===== src/rtl/sdfifo_pkg.sv =====
// Package: shared helpers and types for the error-correcting FIFO.
// Assumes: data widths of at least 4 bits.
package sdfifo_pkg;

    // Number of Hamming check bits p with 2**p >= data + p + 1.
    function automatic int check_bits(input int dw);
        int p;
        p = 1;
        while ((1 << p) < (dw + p + 1)) p++;
        return p;
    endfunction

    // Outcome of checking one stored entry.
    typedef struct packed {
        logic single;
        logic dbl;
    } ecc_flags_t;

endpackage


===== src/rtl/sdfifo_enc.sv =====
// Module: builds a 39-bit (default) SEC-DED codeword from a data word.
// Layout: bit 0 is overall parity, bits 1..N follow Hamming positions with
// check bits at power-of-two positions and data bits filling the others in
// ascending order. Assumes: purely combinational, no state.
module sdfifo_enc #(
    parameter int DATA_W = 32,
    localparam int CHK_W = sdfifo_pkg::check_bits(DATA_W),
    localparam int HAM_N = DATA_W + CHK_W
) (
    input  logic [DATA_W-1:0] data,
    output logic [HAM_N:0]    cw
);

    // Scatter data bits, then compute each check bit and the overall parity.
    always_comb begin
        int k;
        logic par;
        cw = '0;
        k  = 0;
        for (int j = 1; j <= HAM_N; j++) begin
            if ((j & (j - 1)) != 0) begin
                cw[j] = data[k];
                k++;
            end
        end
        for (int i = 0; i < CHK_W; i++) begin
            par = 1'b0;
            for (int j = 1; j <= HAM_N; j++) begin
                if (((j >> i) & 1) != 0) par = par ^ cw[j];
            end
            cw[1 << i] = par;
        end
        cw[0] = ^cw[HAM_N:1];
    end

endmodule


===== src/rtl/sdfifo_dec.sv =====
// Module: checks a SEC-DED codeword, repairs one flipped bit and flags two.
// Assumes: layout produced by sdfifo_enc; purely combinational.
module sdfifo_dec
    import sdfifo_pkg::*;
#(
    parameter int DATA_W = 32,
    localparam int CHK_W = check_bits(DATA_W),
    localparam int HAM_N = DATA_W + CHK_W
) (
    input  logic [HAM_N:0]    cw,
    output logic [DATA_W-1:0] data,
    output ecc_flags_t        flags
);

    logic [CHK_W-1:0] syn;
    logic             par_bad;
    logic [HAM_N:0]   fixed;

    // Syndrome is the XOR of the positions of all set Hamming bits.
    always_comb begin
        syn = '0;
        for (int j = 1; j <= HAM_N; j++) begin
            if (cw[j]) syn = syn ^ CHK_W'(j);
        end
        par_bad = ^cw;
    end

    // Classify: odd parity means one flip (at syn, or the parity bit itself).
    always_comb begin
        flags.single = par_bad && (int'(syn) <= HAM_N);
        flags.dbl    = (!par_bad && (syn != '0)) || (par_bad && (int'(syn) > HAM_N));
    end

    // Invert the flipped bit and gather the data positions back.
    always_comb begin
        int k;
        fixed = cw;
        if (flags.single && (syn != '0)) fixed[syn] = ~cw[syn];
        data = '0;
        k    = 0;
        for (int j = 1; j <= HAM_N; j++) begin
            if ((j & (j - 1)) != 0) begin
                data[k] = fixed[j];
                k++;
            end
        end
    end

    // the decoder never reports both outcomes at once.
    always_comb begin
        a_flags_excl_r7: assert (!(flags.single && flags.dbl));
    end

endmodule


===== src/rtl/sdfifo_tmr_reg.sv =====
// Module: register kept in three copies with a bitwise majority vote.
// Assumes: d is written every cycle, so a copy hit by an upset is rewritten
// from the voted value at the next edge. Synchronous active-low reset.
module sdfifo_tmr_reg #(
    parameter int           W       = 6,
    parameter logic [W-1:0] RST_VAL = '0
) (
    input  logic         clk,
    input  logic         rst_n,
    input  logic [W-1:0] d,
    output logic [W-1:0] q
);

    logic [W-1:0] copy_q [3];

    // Load all three copies together.
    always_ff @(posedge clk) begin
        for (int g = 0; g < 3; g++) begin
            if (!rst_n) copy_q[g] <= RST_VAL;
            else        copy_q[g] <= d;
        end
    end

    // Two-of-three vote per bit.
    assign q = (copy_q[0] & copy_q[1]) | (copy_q[0] & copy_q[2]) | (copy_q[1] & copy_q[2]);

    // with no upset, the voted value is the value loaded one edge before.
    p_vote_follows_r9: assert property (@(posedge clk) disable iff (!rst_n)
        $past(rst_n) |-> (q == $past(d)));

endmodule


===== src/rtl/sdfifo_store.sv =====
// Module: entry array with one write port and an asynchronous read port.
// Assumes: contents are not reset; the control logic never reads an entry
// that was not written since reset.
module sdfifo_store #(
    parameter int DEPTH = 32,
    parameter int W     = 39,
    localparam int AW   = $clog2(DEPTH)
) (
    input  logic          clk,
    input  logic          we,
    input  logic [AW-1:0] waddr,
    input  logic [W-1:0]  wdata,
    input  logic [AW-1:0] raddr,
    output logic [W-1:0]  rdata
);

    logic [W-1:0] mem_q [DEPTH];

    // Store one entry per accepted write.
    always_ff @(posedge clk) begin
        if (we) mem_q[waddr] <= wdata;
    end

    assign rdata = mem_q[raddr];

endmodule


===== src/rtl/sdfifo_secded.sv =====
// Module: 32-deep single-clock FIFO whose entries carry SEC-DED check bits.
// Pointers carry one wrap bit; full when index bits match and wrap bits
// differ, empty when all bits match. Pointers and sticky flags are triplicated.
// Read results are registered and appear one edge after an accepted read.
// Assumes: single clock, synchronous active-low reset, DEPTH a power of two.
module sdfifo_secded
    import sdfifo_pkg::*;
#(
    parameter int DATA_W = 32,
    parameter int DEPTH  = 32,
    localparam int CW_W  = DATA_W + check_bits(DATA_W) + 1
) (
    input  logic              clk,
    input  logic              rst_n,
    input  logic              wr_en,
    input  logic [DATA_W-1:0] wr_data,
    input  logic [CW_W-1:0]   wr_flip,
    output logic              full,
    input  logic              rd_en,
    output logic [DATA_W-1:0] rd_data,
    output logic              rd_valid,
    output logic              empty,
    output logic              err_single,
    output logic              err_double,
    output logic              overflow,
    output logic              underflow
);

    localparam int AW = $clog2(DEPTH);
    localparam int PW = AW + 1;

    logic [PW-1:0]     wptr, rptr, wptr_d, rptr_d;
    logic [1:0]        sticky, sticky_d;
    logic              wr_ok, rd_ok;
    logic [CW_W-1:0]   enc_cw, rd_cw;
    logic [DATA_W-1:0] dec_data;
    ecc_flags_t        dec_flags;

    // Status from the voted pointers.
    always_comb begin
        empty = (wptr == rptr);
        full  = (wptr[AW-1:0] == rptr[AW-1:0]) && (wptr[AW] != rptr[AW]);
        wr_ok = wr_en && !full;
        rd_ok = rd_en && !empty;
    end

    // Next pointer and sticky-flag values.
    always_comb begin
        wptr_d   = wr_ok ? wptr + PW'(1) : wptr;
        rptr_d   = rd_ok ? rptr + PW'(1) : rptr;
        sticky_d = {sticky[1] | (rd_en & empty), sticky[0] | (wr_en & full)};
    end

    sdfifo_tmr_reg #(.W(PW), .RST_VAL('0)) u_wptr (
        .clk(clk), .rst_n(rst_n), .d(wptr_d), .q(wptr));
    sdfifo_tmr_reg #(.W(PW), .RST_VAL('0)) u_rptr (
        .clk(clk), .rst_n(rst_n), .d(rptr_d), .q(rptr));
    sdfifo_tmr_reg #(.W(2), .RST_VAL('0)) u_sticky (
        .clk(clk), .rst_n(rst_n), .d(sticky_d), .q(sticky));

    assign overflow  = sticky[0];
    assign underflow = sticky[1];

    sdfifo_enc #(.DATA_W(DATA_W)) u_enc (.data(wr_data), .cw(enc_cw));

    sdfifo_store #(.DEPTH(DEPTH), .W(CW_W)) u_store (
        .clk  (clk),
        .we   (wr_ok),
        .waddr(wptr[AW-1:0]),
        .wdata(enc_cw ^ wr_flip),
        .raddr(rptr[AW-1:0]),
        .rdata(rd_cw)
    );

    sdfifo_dec #(.DATA_W(DATA_W)) u_dec (.cw(rd_cw), .data(dec_data), .flags(dec_flags));

    // Register the corrected word and its flags for an accepted read.
    always_ff @(posedge clk) begin
        if (!rst_n) begin
            rd_valid   <= 1'b0;
            err_single <= 1'b0;
            err_double <= 1'b0;
            rd_data    <= '0;
        end else begin
            rd_valid   <= rd_ok;
            err_single <= rd_ok && dec_flags.single;
            err_double <= rd_ok && dec_flags.dbl;
            if (rd_ok) rd_data <= dec_data;
        end
    end

    // never full and empty at once.
    p_full_empty_excl_r3: assert property (@(posedge clk) disable iff (!rst_n)
        !(full && empty));
    // fill level never exceeds the depth.
    p_level_bound_r3: assert property (@(posedge clk) disable iff (!rst_n)
        (wptr - rptr) <= PW'(DEPTH));
    // a write into a full buffer raises overflow, and it stays raised.
    p_ovf_set_r4: assert property (@(posedge clk) disable iff (!rst_n)
        (wr_en && full) |=> overflow);
    p_ovf_sticky_r4: assert property (@(posedge clk) disable iff (!rst_n)
        overflow |=> overflow);
    // a read from an empty buffer raises underflow, and it stays raised.
    p_udf_set_r5: assert property (@(posedge clk) disable iff (!rst_n)
        (rd_en && empty) |=> underflow);
    p_udf_sticky_r5: assert property (@(posedge clk) disable iff (!rst_n)
        underflow |=> underflow);
    // a valid result follows only an accepted read.
    p_valid_cause_r2: assert property (@(posedge clk) disable iff (!rst_n)
        rd_valid |-> $past(rd_en && !empty));
    // error flags only accompany a valid result.
    p_flags_valid_r8: assert property (@(posedge clk) disable iff (!rst_n)
        (err_single || err_double) |-> rd_valid);
    // the two error outcomes exclude each other.
    p_flags_excl_r7: assert property (@(posedge clk) disable iff (!rst_n)
        !(err_single && err_double));

endmodule


===== config.mk =====
export PLATFORM = sky130hd
export DESIGN_NAME = sdfifo_secded
export DESIGN_NICKNAME = d
export VERILOG_FILES = /design/src/rtl/sdfifo_pkg.sv /design/src/rtl/sdfifo_enc.sv /design/src/rtl/sdfifo_dec.sv /design/src/rtl/sdfifo_tmr_reg.sv /design/src/rtl/sdfifo_store.sv /design/src/rtl/sdfifo_secded.sv
export SDC_FILE = /design/constraint.sdc
export NUM_CORES = 1
export LEC_CHECK = 0
export BUFFER_PORTS_ARGS = -buffer_cell sky130_fd_sc_hd__buf_2
export CAP_MARGIN = 25
export CORE_MARGIN = 1.5
export CORE_UTILIZATION = 50
export CTS_CLUSTER_SIZE = 30
export DETAILED_ROUTE_END_ITERATION = 16
export GPL_TIMING_DRIVEN = 0
export PLACE_DENSITY = 0.66
export SLEW_MARGIN = 20
export SYNTH_ARGS = -nofsm -noshare
export SYNTH_HDL_FRONTEND = slang
export SYNTH_SLANG_ARGS = --single-unit
export TNS_END_PERCENT = 20

===== constraint.sdc =====
create_clock -name clk -period 8 [get_ports clk]
set_input_delay 0 -clock clk [delete_from_list [all_inputs] [get_ports clk]]
set_output_delay 0 -clock clk [all_outputs]
set_load 0.05 [all_outputs]

======== After elaboration in Yosys (flattened, before gate mapping) ========
Memories as Yosys holds them, arrays and structs flattened.
Index checks and enable logic that the tools add are counted.
word-level totals
  flip-flop bits (word level) ............. 35
  bits in latches ......................... 0
  RAM bits ................................ 1,290
  memory bits (read-only) ................. 0
  memories ................................ 4
operators by class
  add/subtract/negate cells ............... 2
  multipliers ............................. 0
  divide/modulo/power cells ............... 0
  $lt $le $gt $ge ......................... 4
  equal/unequal tests ..................... 3
  shift operators ......................... 0
  muxes and demuxes ....................... 59
  bitwise gates (word level) .............. 151
  reduce and logical (&&, ||, !) cells .... 17
memory list
  name             depth  width  read ports  clocked after Yosys merged registers in  wr ports  line                  RTL
  u_store.mem_q    32     39     1           0                                        1         sdfifo_store.sv:17    logic [W-1:0] mem_q [DEPTH];
  u_rptr.copy_q    3      6      3           0                                        3         sdfifo_tmr_reg.sv:14  logic [W-1:0] copy_q [3];
  u_wptr.copy_q    3      6      3           0                                        3         sdfifo_tmr_reg.sv:14
  u_sticky.copy_q  3      2      3           0                                        3         sdfifo_tmr_reg.sv:14
operators by type and width
  operator               count
  $mux W6                15
  $xor A1 B1 Y1          84
  $mux W5                16
  $bwmux W39             1
  $mux W39               1
  $not A3 Y3             13
  $reduce_xor A39 Y1     1
  $xor A39 B39 Y39       1
  $reduce_xor A38 Y1     1
  $and A6 B6 Y6          6
  $mux W4                8
  $not A2 Y2             13
  $or A6 B6 Y6           4
  $not A4 Y4             5
  $add A6 B1 Y6 const B  2
  $mux W3                4
  $or A1 B1 Y1           11
  $logic_and A1 B1 Y1    10
  $mux W2                5
  $lt A6 B7 Y1 const B   1
  $mux W1                7
  $and A2 B2 Y2          3
  $bmux W1 S6            1
  $demux W1 S6           1
  14 further kinds       22

======== Logic depth before layout (Yosys ltp) ========
An unclocked memory read counts as a cell.
  depth in word-level cells ............... 81
  gate-level depth with buffers ........... 24

======== Hierarchy ========
Synthesis repeated with hierarchy kept, for this count alone.
second synthesis, totals
  cells, all modules ...................... 3,264
  area, all modules ....................... 53,572.6 µm²
modules (own cells, without submodules)
  module                        times used  cells an instance  area each (µm²)
  sdfifo_store                  1           2,704              48,716.7
  sdfifo_secded                 1           229                1,904.3
  sdfifo_dec                    1           213                1,706.6
  sdfifo_enc                    1           90                 877.1
  sdfifo_tmr_reg at u_rptr ...  2           12                 157.7
  sdfifo_tmr_reg at u_sticky    1           4                  52.6

======== Worst setup path after synthesis ========
Ideal clock, no wire load.
  path type ............................... register to register
  start point ............................. memory u_rptr.copy_q[2][1]
  end point ............................... memory u_store.mem_q[15][0] (enable)
  setup time .............................. 437 ps
  data arrival time ....................... 4,961 ps
  required time ........................... 7,563 ps
  setup slack ............................. 2,602 ps
  cell stages (with the launch flop) ...... 17
  path buffers ............................ 10
  cell sequence ........................... dfxtp_1 > buf_4 > buf_6 > buf_6 > buf_6 > buf_6 > buf_4 > buf_4 > buf_1 > buf_2 > xnor2_1 > nand3_1 > nor2_1 > nor2b_1 > clkbuf_1 > nand2_1 > nor2_1
RTL lines
  item         line
  from (decl)  sdfifo_tmr_reg.sv:14
  to (decl)    sdfifo_store.sv:17

==> run metrics <==
Hold WC Path Type in -> reg; Die Span Y 328 um; Seq. cell area 38,500 um^2; global-route wire length before repair 233,000 um; gr ovfl total 0; run status finished clean; Post-Syn Area 52,800 um^2; Synth cell types 86; Initial Util 50.3%; Core ar. 105,000 um^2; Period minus WS final 7.16 ns; busiest grt layer met2; net count after synthesis 2,911; Skew-Pair Late Insertion Delay 0.76 ns; TritonCTS clock tree done; Placer Congestion 0.882; DR pass1 iterations 8; Seq/Total Area, Yosys 72.8%; pin count of the biggest net entering global routing 33; Resized Gates After CTS 0; Overall Power 23.3 mW; area grow syn2layout 20.3%; IO Count 114; final worst-path cycle share 89.5%; top_reg_cell synth edfxtp_1; DRC viols 0; Max Clk Rate 140 MHz; Chip Width 328 um; drt total wl 169,000 um; Post-Syn Area per Cell 18.7 um^2; initial antenna violation count 3; maximum vdd drop 0.797 mV; CP Class reg -> reg; via/cell ratio 6.44; GR Layer Usage met1 43.5%; R2R Setup Slk 0.84 ns; Synth Warn # 0; worst-path fanout max 10; antenna-violating nets left 0; Buf/Inv on CP 8; htree depth 4; Arrival @ worst endpoint 7.82 ns; final setup TNS 0 ns; DR iter-0 viols 4,609; Crit path top cell by count buf_6; root buf cell clkbuf_16; required time worst endpoint 8.66 ns; CTS buffer count 132; Max Root-Sink Buffers 3; Leakage Power 20.2 nW; crit path launch type flip-flop; # fillers 7,443; Slew Limit Headroom 21.4%; TritonCTS Sinks 1,297; Fin Clk Skew 0.0228 ns; PortBufs 113; M3 GR Usage 6.66%; Total Routing Usage GR 31.6%; EDFF count, synth 1,248; FFs w/ async S/R, synth 0%; Fin. Hold Viols 0; die footprint 108,000 um^2; M2 GR Usage 48.9%; crit-path cells buf_4 -> buf_6 -> buf_6 -> buf_6 -> buf_6 -> buf_4 -> buf_4 -> buf_1 -> mux4_2 -> mux4_2 -> mux2i_1 -> xnor3_1 -> xnor2_1 -> xor3_1 -> nor3_2 -> a21boi_0 -> o21ai_1 -> nand2_1 -> a41oi_1; Max Slew Vio Count 0; worst slew pin tran 1.17 ns; Worst path slowest cell mux2i_1; DR WL/cell 35.2 um; vias post-DR 30.9k; Mapped Cells 2,831; Multi-input gate area 13,800 um^2; setup violators final 0; RSZ-0062 raised after global routing no; Core Util, Final 60.6%; post-synthesis register bit count 1,297; NumNets Final 3,380; P per Cell Area 367 nW/um^2; post-route cell area 63,600 um^2; share of cells above drive strength 1 24.7%; row cnt 119; delay-heaviest family, CP buffers and inverters; Max-cap violations 0; vias in the first global route 30.6k; Crit path largest cell delay 0.79 ns; clock slew at reported path FFs 0.06 ns; DP Area 58,400 um^2; CP endpoint kind flip-flop; Final HPWL DP 117,000 um
==> registers in the layout, summed over array words and instances, names as in the netlist <==
name             flops
u_store.mem_q     1248
rd_data             32
u_rptr.copy_q        6
u_wptr.copy_q        6
u_sticky.copy_q      2
err_double           1
err_single           1
rd_valid             1
==> through the flow <==
step	setup WS (ns)	instances	hold WS [ns]
final	0.843	4799	0.0445
after global routing	0.655	4797	0.0879
after CTS	0.953	4795	0.0231
after detailed placement	0.957	4471	0.278
after global placement	-2.85	4335	0.253
after floorplan	2.60	2831	0.141
==> placed cells by master (no fill, tap or decap), types with 15 or more instances in the layout <==
| cell type | Yosys | layout |
|---|---|---|
| buf_16 | 0 | 40 |
| nor2_1 | 80 | 48 |
| o21ai_0 | 23 | 23 |
| dfxtp_1 | 49 | 49 |
| mux2i_1 | 314 | 313 |
| buf_12 | 0 | 54 |
| xnor2_1 | 99 | 92 |
| and2_1 | 15 | 15 |
| edfxtp_1 | 1248 | 1248 |
| dlygate4sd3_1 | 0 | 82 |
| xor2_1 | 65 | 33 |
| clkinv_2 | 0 | 16 |
| nor3_1 | 17 | 17 |
| a21oi_1 | 75 | 75 |
| bufinv_16 | 0 | 16 |
| a211oi_1 | 17 | 17 |
| clkbuf_1 | 43 | 71 |
| xor2_2 | 0 | 29 |
| clkbuf_16 | 0 | 132 |
| clkinv_1 | 1 | 32 |
| a22oi_1 | 104 | 104 |
| nand3_1 | 60 | 60 |
| mux4_2 | 183 | 183 |
| buf_2 | 40 | 155 |
| nor2_4 | 0 | 32 |
| buf_6 | 38 | 74 |
| nand2_1 | 94 | 94 |
| buf_4 | 28 | 30 |
==> cell usage after synthesis (all sizes together) (4+ instances only) <==
library cell / n / area (um^2)
dfxtp: 49 / 981
o211ai: 5 / 37.5
a211oi: 17 / 128
mux2i: 315 / 3170
nand2b: 5 / 31.3
nand4: 14 / 87.6
a311oi: 5 / 67.6
nand2: 94 / 353
a221oi: 4 / 35.0
xnor3: 10 / 225
mux4: 184 / 4150
a41oi: 12 / 105
o221ai: 14 / 123
a21boi: 6 / 45.0
a211o: 4 / 35.0
nor2: 81 / 307
nand3: 60 / 300
nor2b: 8 / 50.1
o21ai: 38 / 194
a22oi: 105 / 793
a21oi: 77 / 393
clkbuf: 43 / 161
inv: 11 / 41.3
or2: 4 / 25.0
o22ai: 14 / 93.8
a31oi: 10 / 68.8
xnor2: 104 / 960
mux2: 14 / 158
edfxtp: 1248 / 37500
xor2: 65 / 569
buf: 115 / 895
a22o: 8 / 70.1
and3: 5 / 31.3
nor3: 20 / 115
ha: 5 / 62.6
and2: 16 / 100
==> kinds of logic (layout without fill, tap and decap cells) <==
kind of cell,count (synthesis),in the layout,share of synthesized area (%)
flops,1297,1297,72.8
mux,513,513,14.1
compound gates,340,340,4.51
simple gates,324,324,2.91
xor+xnor,181,181,3.41
buf+inv,170,745,2.08
fa+ha+maj,6,6,0.137
other cells,0,2,0
==> layer usage <==
layer | routed length [um] | up-vias
met5 | 0 | -
met4 | 7540 | 0
met3 | 18600 | 387
met2 | 78600 | 2106
met1 | 64200 | 16080
li1 | - | 12345
==> final timing paths <==
path | end | depth (start not counted) | startpoint
setup / recovery | rd_data[7] | 19 | u_rptr.copy_q[2][1]
hold / removal | u_sticky.copy_q[2][1] | 4 | rd_en
setup reg to reg | rd_data[7] | 19 | u_rptr.copy_q[2][1]
hold reg to reg | rd_data[16] | 2 | rd_data[16]
==> what timing repair did <==
action | in CTS | in global routing
hold buffers | 84 | 0
setup buffers | 0 | 0
endpoints found under the hold margin | 1146 | 0
setup endpoints to repair | 0 | 0
==> power breakdown <==
group	internal (mW)	switching, mW
logic	3.11	5.85
clock network	3.59	2.66
registers	8.07	0.0496
==> layout make-up <==
class	count	area share (%)
Antenna cell	2	0.00787
Buffer	158	1.67
Clock buffer	161	5.37
Clock inverter	79	1.43
Inverter	12	0.0709
Multi-Input combinational cell	1364	21.8
Sequential cell	1297	60.5
Tap cell	1391	2.74
Timing Repair Buffer	335	6.45
==> tightest hold or removal path, delay by kind of cell <==
kind	cells	cell delay, ns
AO/OA/AOI/OAI	1	0.06
AND/OR/NAND/NOR	1	0.07
buffers and inverters	2	0.64
Power figures use the tool's default switching activity.
